[config.mk]
export PLATFORM = sky130hd
export DESIGN_NAME = intc_cmd_port
export DESIGN_NICKNAME = d
export VERILOG_FILES = /design/src/rtl/intc_cmd_port.sv
export SDC_FILE = /design/constraint.sdc
export NUM_CORES = 1
export LEC_CHECK = 0
export BUFFER_PORTS_ARGS = -buffer_cell sky130_fd_sc_hd__buf_4
export CAP_MARGIN = 20
export CORE_MARGIN = 5
export CORE_UTILIZATION = 30
export CTS_CLUSTER_DIAMETER = 100
export DETAILED_ROUTE_END_ITERATION = 10
export PLACE_DENSITY = 0.57
export SYNTH_ARGS = -nofsm -noshare
export SYNTH_HDL_FRONTEND = slang
export SYNTH_SLANG_ARGS = --single-unit
[constraint.sdc]
create_clock -name clk -period 8.25 [get_ports clk]
set_clock_uncertainty 0.2 [all_clocks]
set_input_delay 1.65 -clock clk [delete_from_list [all_inputs] [get_ports clk]]
set_output_delay 1.65 -clock clk [all_outputs]
set_load 0.02 [all_outputs]
[src/rtl/intc_cmd_port.sv]
module intc_cmd_port (
  input  logic       clk,
  input  logic       rst_n,
  input  logic       wr_en,
  input  logic       rd_en,
  input  logic       addr,
  input  logic [7:0] wdata,
  output logic [7:0] rdata,
  input  logic [7:0] req_set,
  input  logic       ack,
  input  logic [2:0] res_num,
  output logic [7:0] irr_q,
  output logic [7:0] isr_q,
  output logic [7:0] imr_q,
  output logic [2:0] lowest_pri,
  output logic       spec_mask,
  output logic [7:0] vec_base,
  output logic       auto_eoi,
  output logic       req_drop,
  output logic       err
);
  typedef enum logic [1:0] {S_RUN = 2'd0, S_VEC = 2'd1, S_CAS = 2'd2, S_MODE = 2'd3} ist_t;

  ist_t st_q;
  logic need4_q, sel_isr, poll_q, rot_q;

  function automatic logic [7:0] first_clr(input logic [7:0] v, input logic [2:0] lp);
    logic [2:0] idx;
    logic hit;
    first_clr = '0;
    hit = 1'b0;
    for (int k = 1; k <= 8; k++) begin
      idx = lp + 3'(k);
      if (v[idx] && !hit) begin
        hit = 1'b1;
        first_clr[idx] = 1'b1;
      end
    end
  endfunction

  wire cmd_wr  = wr_en & ~addr;
  wire dat_wr  = wr_en & addr;
  wire is_init = cmd_wr & wdata[4];
  wire is_ocw3 = cmd_wr & ~wdata[4] & wdata[3];
  wire is_ocw2 = cmd_wr & ~wdata[4] & ~wdata[3];
  wire poll_rd = rd_en & poll_q;
  wire [2:0] n = wdata[2:0];

  wire op_ns    = is_ocw2 & ((wdata == 8'h20) | (wdata == 8'hA0));
  wire op_spec  = is_ocw2 & ((wdata[7:3] == 5'b01100) | (wdata[7:3] == 5'b11100));
  wire op_setlp = is_ocw2 & ((wdata[7:3] == 5'b11000) | (wdata[7:3] == 5'b11100));
  wire op_rot   = is_ocw2 & (wdata[6:0] == 7'd0);
  wire op_nop   = is_ocw2 & (wdata == 8'h40);
  wire op_bad   = is_ocw2 & ~(op_ns | op_spec | op_setlp | op_rot | op_nop);

  wire [7:0] ack_bit = ack ? (8'h01 << res_num) : 8'h00;
  wire [7:0] isr_a   = isr_q | (auto_eoi ? 8'h00 : ack_bit);
  wire [7:0] ns_mask = first_clr(isr_a, lowest_pri);

  logic [7:0] isr_d, irr_d, imr_d;
  logic [2:0] lp_d;

  always_comb begin
    if (is_init)               isr_d = 8'h00;
    else if (op_ns || poll_rd) isr_d = isr_a & ~ns_mask;
    else if (op_spec)          isr_d = isr_a & ~(8'h01 << n);
    else                       isr_d = isr_a;

    irr_d = is_init ? 8'h00 : ((irr_q | req_set) & ~ack_bit);

    if (is_init)                      imr_d = 8'h00;
    else if (dat_wr && st_q == S_RUN) imr_d = wdata;
    else                              imr_d = imr_q;

    lp_d = lowest_pri;
    if (ack && auto_eoi && rot_q) lp_d = res_num;
    if (is_init)                  lp_d = 3'd7;
    else if (op_ns && wdata[7])   lp_d = lowest_pri + 3'd1;
    else if (op_setlp)            lp_d = n;
  end

  always_ff @(posedge clk or negedge rst_n) begin
    if (!rst_n) begin
      irr_q      <= 8'h00;
      isr_q      <= 8'h00;
      imr_q      <= 8'hFF;
      lowest_pri <= 3'd7;
      spec_mask  <= 1'b0;
      vec_base   <= 8'h00;
      auto_eoi   <= 1'b0;
      rot_q      <= 1'b0;
      sel_isr    <= 1'b0;
      poll_q     <= 1'b0;
      need4_q    <= 1'b0;
      st_q       <= S_RUN;
      err        <= 1'b0;
    end else begin
      irr_q      <= irr_d;
      isr_q      <= isr_d;
      imr_q      <= imr_d;
      lowest_pri <= lp_d;

      if (poll_rd) poll_q <= 1'b0;
      if (is_ocw3) begin
        if (wdata[2]) poll_q <= 1'b1;
        else begin
          if (wdata[1]) sel_isr   <= wdata[0];
          if (wdata[6]) spec_mask <= wdata[5];
        end
      end

      if (op_rot) rot_q <= wdata[7];

      if (is_init) begin
        auto_eoi <= 1'b0;
        rot_q    <= 1'b0;
        need4_q  <= wdata[0];
        st_q     <= S_VEC;
        if (wdata[1] || wdata[3]) err <= 1'b1;
      end else if (dat_wr) begin
        case (st_q)
          S_VEC: begin
            vec_base <= {wdata[7:3], 3'b000};
            st_q     <= S_CAS;
          end
          S_CAS:  st_q <= need4_q ? S_MODE : S_RUN;
          S_MODE: begin
            auto_eoi <= wdata[1];
            if (!wdata[0]) err <= 1'b1;
            st_q <= S_RUN;
          end
          default: st_q <= S_RUN;
        endcase
      end

      if (op_bad) err <= 1'b1;
    end
  end

  assign req_drop = is_init;
  assign rdata = poll_q ? {5'b00000, res_num} : (addr ? imr_q : (sel_isr ? isr_q : irr_q));
endmodule

==> flow_summary.ini <==
[run_status]
status = finished, final reports clean

[synth]
synth_area_um2 = 3240
synth_top_cell_area_share = 0.232
ys.flop_type = dfrtp_1
synth_area_leaders = dfrtp_1, mux4_2, dfstp_2
post-synth-top-area-cell = dfrtp_1
yosys.cell_types.count = 64
ys_warn_count = 0
synth_edf_count = 0
synthArstFlopShare = 1.00
syn-instance-count = 349
avgSynthCellArea_um2 = 9.28
synth_common_cells = nand2_1, nor2_1, dfrtp_1
synth-seq-area-share = 0.321
ys_seq_elements = 41
synth.most_common_cell = nand2_1

[floorplanning]
placementRows = 38
coreArea_um2 = 10700
dieHeight_um = 114
start_util = 0.303
die-area_um2 = 13000
ios = 72
die_w_um = 114

[worst_hold_path]
hold_path_class = reg2reg
hold_depth = 1

[drt]
route.detailed.drc = 0
met1_length_um = 4820
met3_length_um = 961
wl_um = 10700
highest_layer = met4
drt_iter0_drc = 207
drt_first_pass_iters = 5
met2WireLength_um = 4790
vias = 3072
ant_nets = 0
vias_per_cell = 5.65
wl_per_cell_um = 19.6

[cts]
cts_resized = 0
htreeDepth = 2
post-cts-setup-buffers = 0
numCtsBuffers = 5
insertion_delay_ns = 0.29
clk_path_buf_depth = 2
cts.sinks = 41
cts_root_buf = clkbuf_8
postCtsHoldBufs = 0
path_clk_slew_ns = 0.08
cts_tree = built

[flow_run]
maxCapViolCount = 0

[grt]
grt_pass1_vias = 3017
overflow = 0
antenna_found_initial = 0
grt_usage = 0.163
grt_max_degree = 42
grt_pass1_wl_um = 16900

[power]
seqPwrFrac = 0.259
switching_share = 0.456
irDropWorstVdd_v = 0.000132
p_clk_frac = 0.134
power_mw = 1.28
combPwrFrac = 0.607
intPower_mw = 0.695
switchingPower_mw = 0.584
p_per_area_nw_per_um2 = 325
p_leak_nw = 1.70

[sta]
finalSetupViolCount = 0
relSlewSlack = 0.563
period_minus_slack_ns = 4.99
fmax_ghz = 0.200
worst_slack_ns = 3.26
worst_hold_slack_ns = 0.311
hold_viol = 0
slew_violations = 0
finalCritPeriodShare = 0.605
finalSetupTns_ns = 0
tightest_slew_ns = 0.655
rsz0062_at_grt = false

[cells_and_area]
nets = 438
area_growth_pct = 21.6
n_antenna_cell = 0
drive_above_1_share = 0.292

[setup_path]
crit_required_ns = 6.40
slowest_delay_ns = 0.58
setup.worst_path.start_class = input pin
cp.arrival_ns = 3.14
critical_path.top_delay_family = buffers and inverters
path_buf_inv = 3
critical_path_class = in2out
crit_path_frequent_cell = buf_4
cp_num_cells = 5
end_kind = primary output
slowest_stage = inv_1
cp_max_fo = 25
cp_cell_sequence = buf_4, nor2b_1, nand2_1, inv_1, buf_4
ff2ff_path_depth = 9

[placed_design]
dp_hpwl_um = 8120
gp_congestion = 0.942
portBuffers = 68
preCtsSetupSlack_ns = 3.29
state kept, by name, summed over array words and instances (netlist names):
| name | cells |
|---|---|
| st_q | 2 |
| need4_q | 1 |
| err | 1 |
| auto_eoi | 1 |
| lowest_pri | 3 |
| sel_isr | 1 |
| poll_q | 1 |
| rot_q | 1 |
| isr_q | 8 |
| spec_mask | 1 |
| imr_q | 8 |
| irr_q | 8 |
| vec_base | 5 |
per-stage QoR:
stage           util  cell area, µm²  std cells
2_1_floorplan      -            3250        351
3_3_place_gp   0.357            3820        536
3_5_place_dp   0.357            3820        536
4_1_cts        0.368            3940        544
5_1_grt        0.368            3940        544
6_report       0.368            3940        544
placed cells by master, fill, tap and decap left out, types with 4 or more instances in the layout:
cell type,instances
inv_1,12
mux2i_1,17
mux4_2,13
dfrtp_1,30
nand2_1,39
o21ai_0,17
o31ai_1,6
dfstp_2,11
buf_4,68
a21oi_1,20
nor3_1,4
mux2_2,8
nor2_1,37
nor2b_1,4
clkbuf_8,6
a221oi_1,5
a22o_1,9
ha_1,10
a21o_1,6
a31oi_1,4
o211ai_1,5
o22ai_1,5
nand3_1,8
path summary, 6_finish.rpt:
check / startpoint / slack (ns) / end
worst max-delay path: addr / 3.26 / req_drop
max in group asynchronous: rst_n / 6.34 / lowest_pri[2]
min in group asynchronous: rst_n / 1.14 / isr_q[3]
worst min-delay path: err / 0.31 / err
worst min register to register: err / 0.31 / err
worst max register to register: lowest_pri[0] / 4.11 / isr_q[1]
layout make-up:
| type | count | area [µm²] |
|---|---|---|
| sequential | 41 | 1040 |
| clock inverter | 1 | 30.0 |
| inverter | 12 | 45.0 |
| tap | 140 | 175 |
| clock buffer | 7 | 86.3 |
| multi-input combinational | 275 | 2050 |
| timing repair buffer | 68 | 510 |
| fill | 1084 | 6760 |
metal layers:
metal / up-vias / GRT usage
li1: 1423 / -
met1: 1477 / 0.239
met2: 159 / 0.249
met3: 13 / 0.0308
met4: 0 / 0.0380
met5: - / 0
kinds of logic after synthesis:
family                     after synthesis  share of synthesized area
and+or+nand+nor                        115                      0.174
DFF                                     41                      0.321
buffers and inverters                   35                     0.0479
other                                    1                    0.00116
xor gates and xnor gates                 4                     0.0108
AOI/OAI and AO/OA                      103                      0.224
muxes                                   40                      0.182
adders and majority gates               10                     0.0386
power groups by stage:
stage	Clock, mW	Sequential (mW)	Combinational, mW
2_1_floorplan	0	0.341	0.524
3_3_place_gp	0	0.336	0.772
3_5_place_dp	0	0.335	0.768
4_1_cts	0.175	0.332	0.772
5_1_grt	0.184	0.340	0.829
6_report	0.171	0.331	0.777
Note: power is estimated with default switching activity, not from simulation.
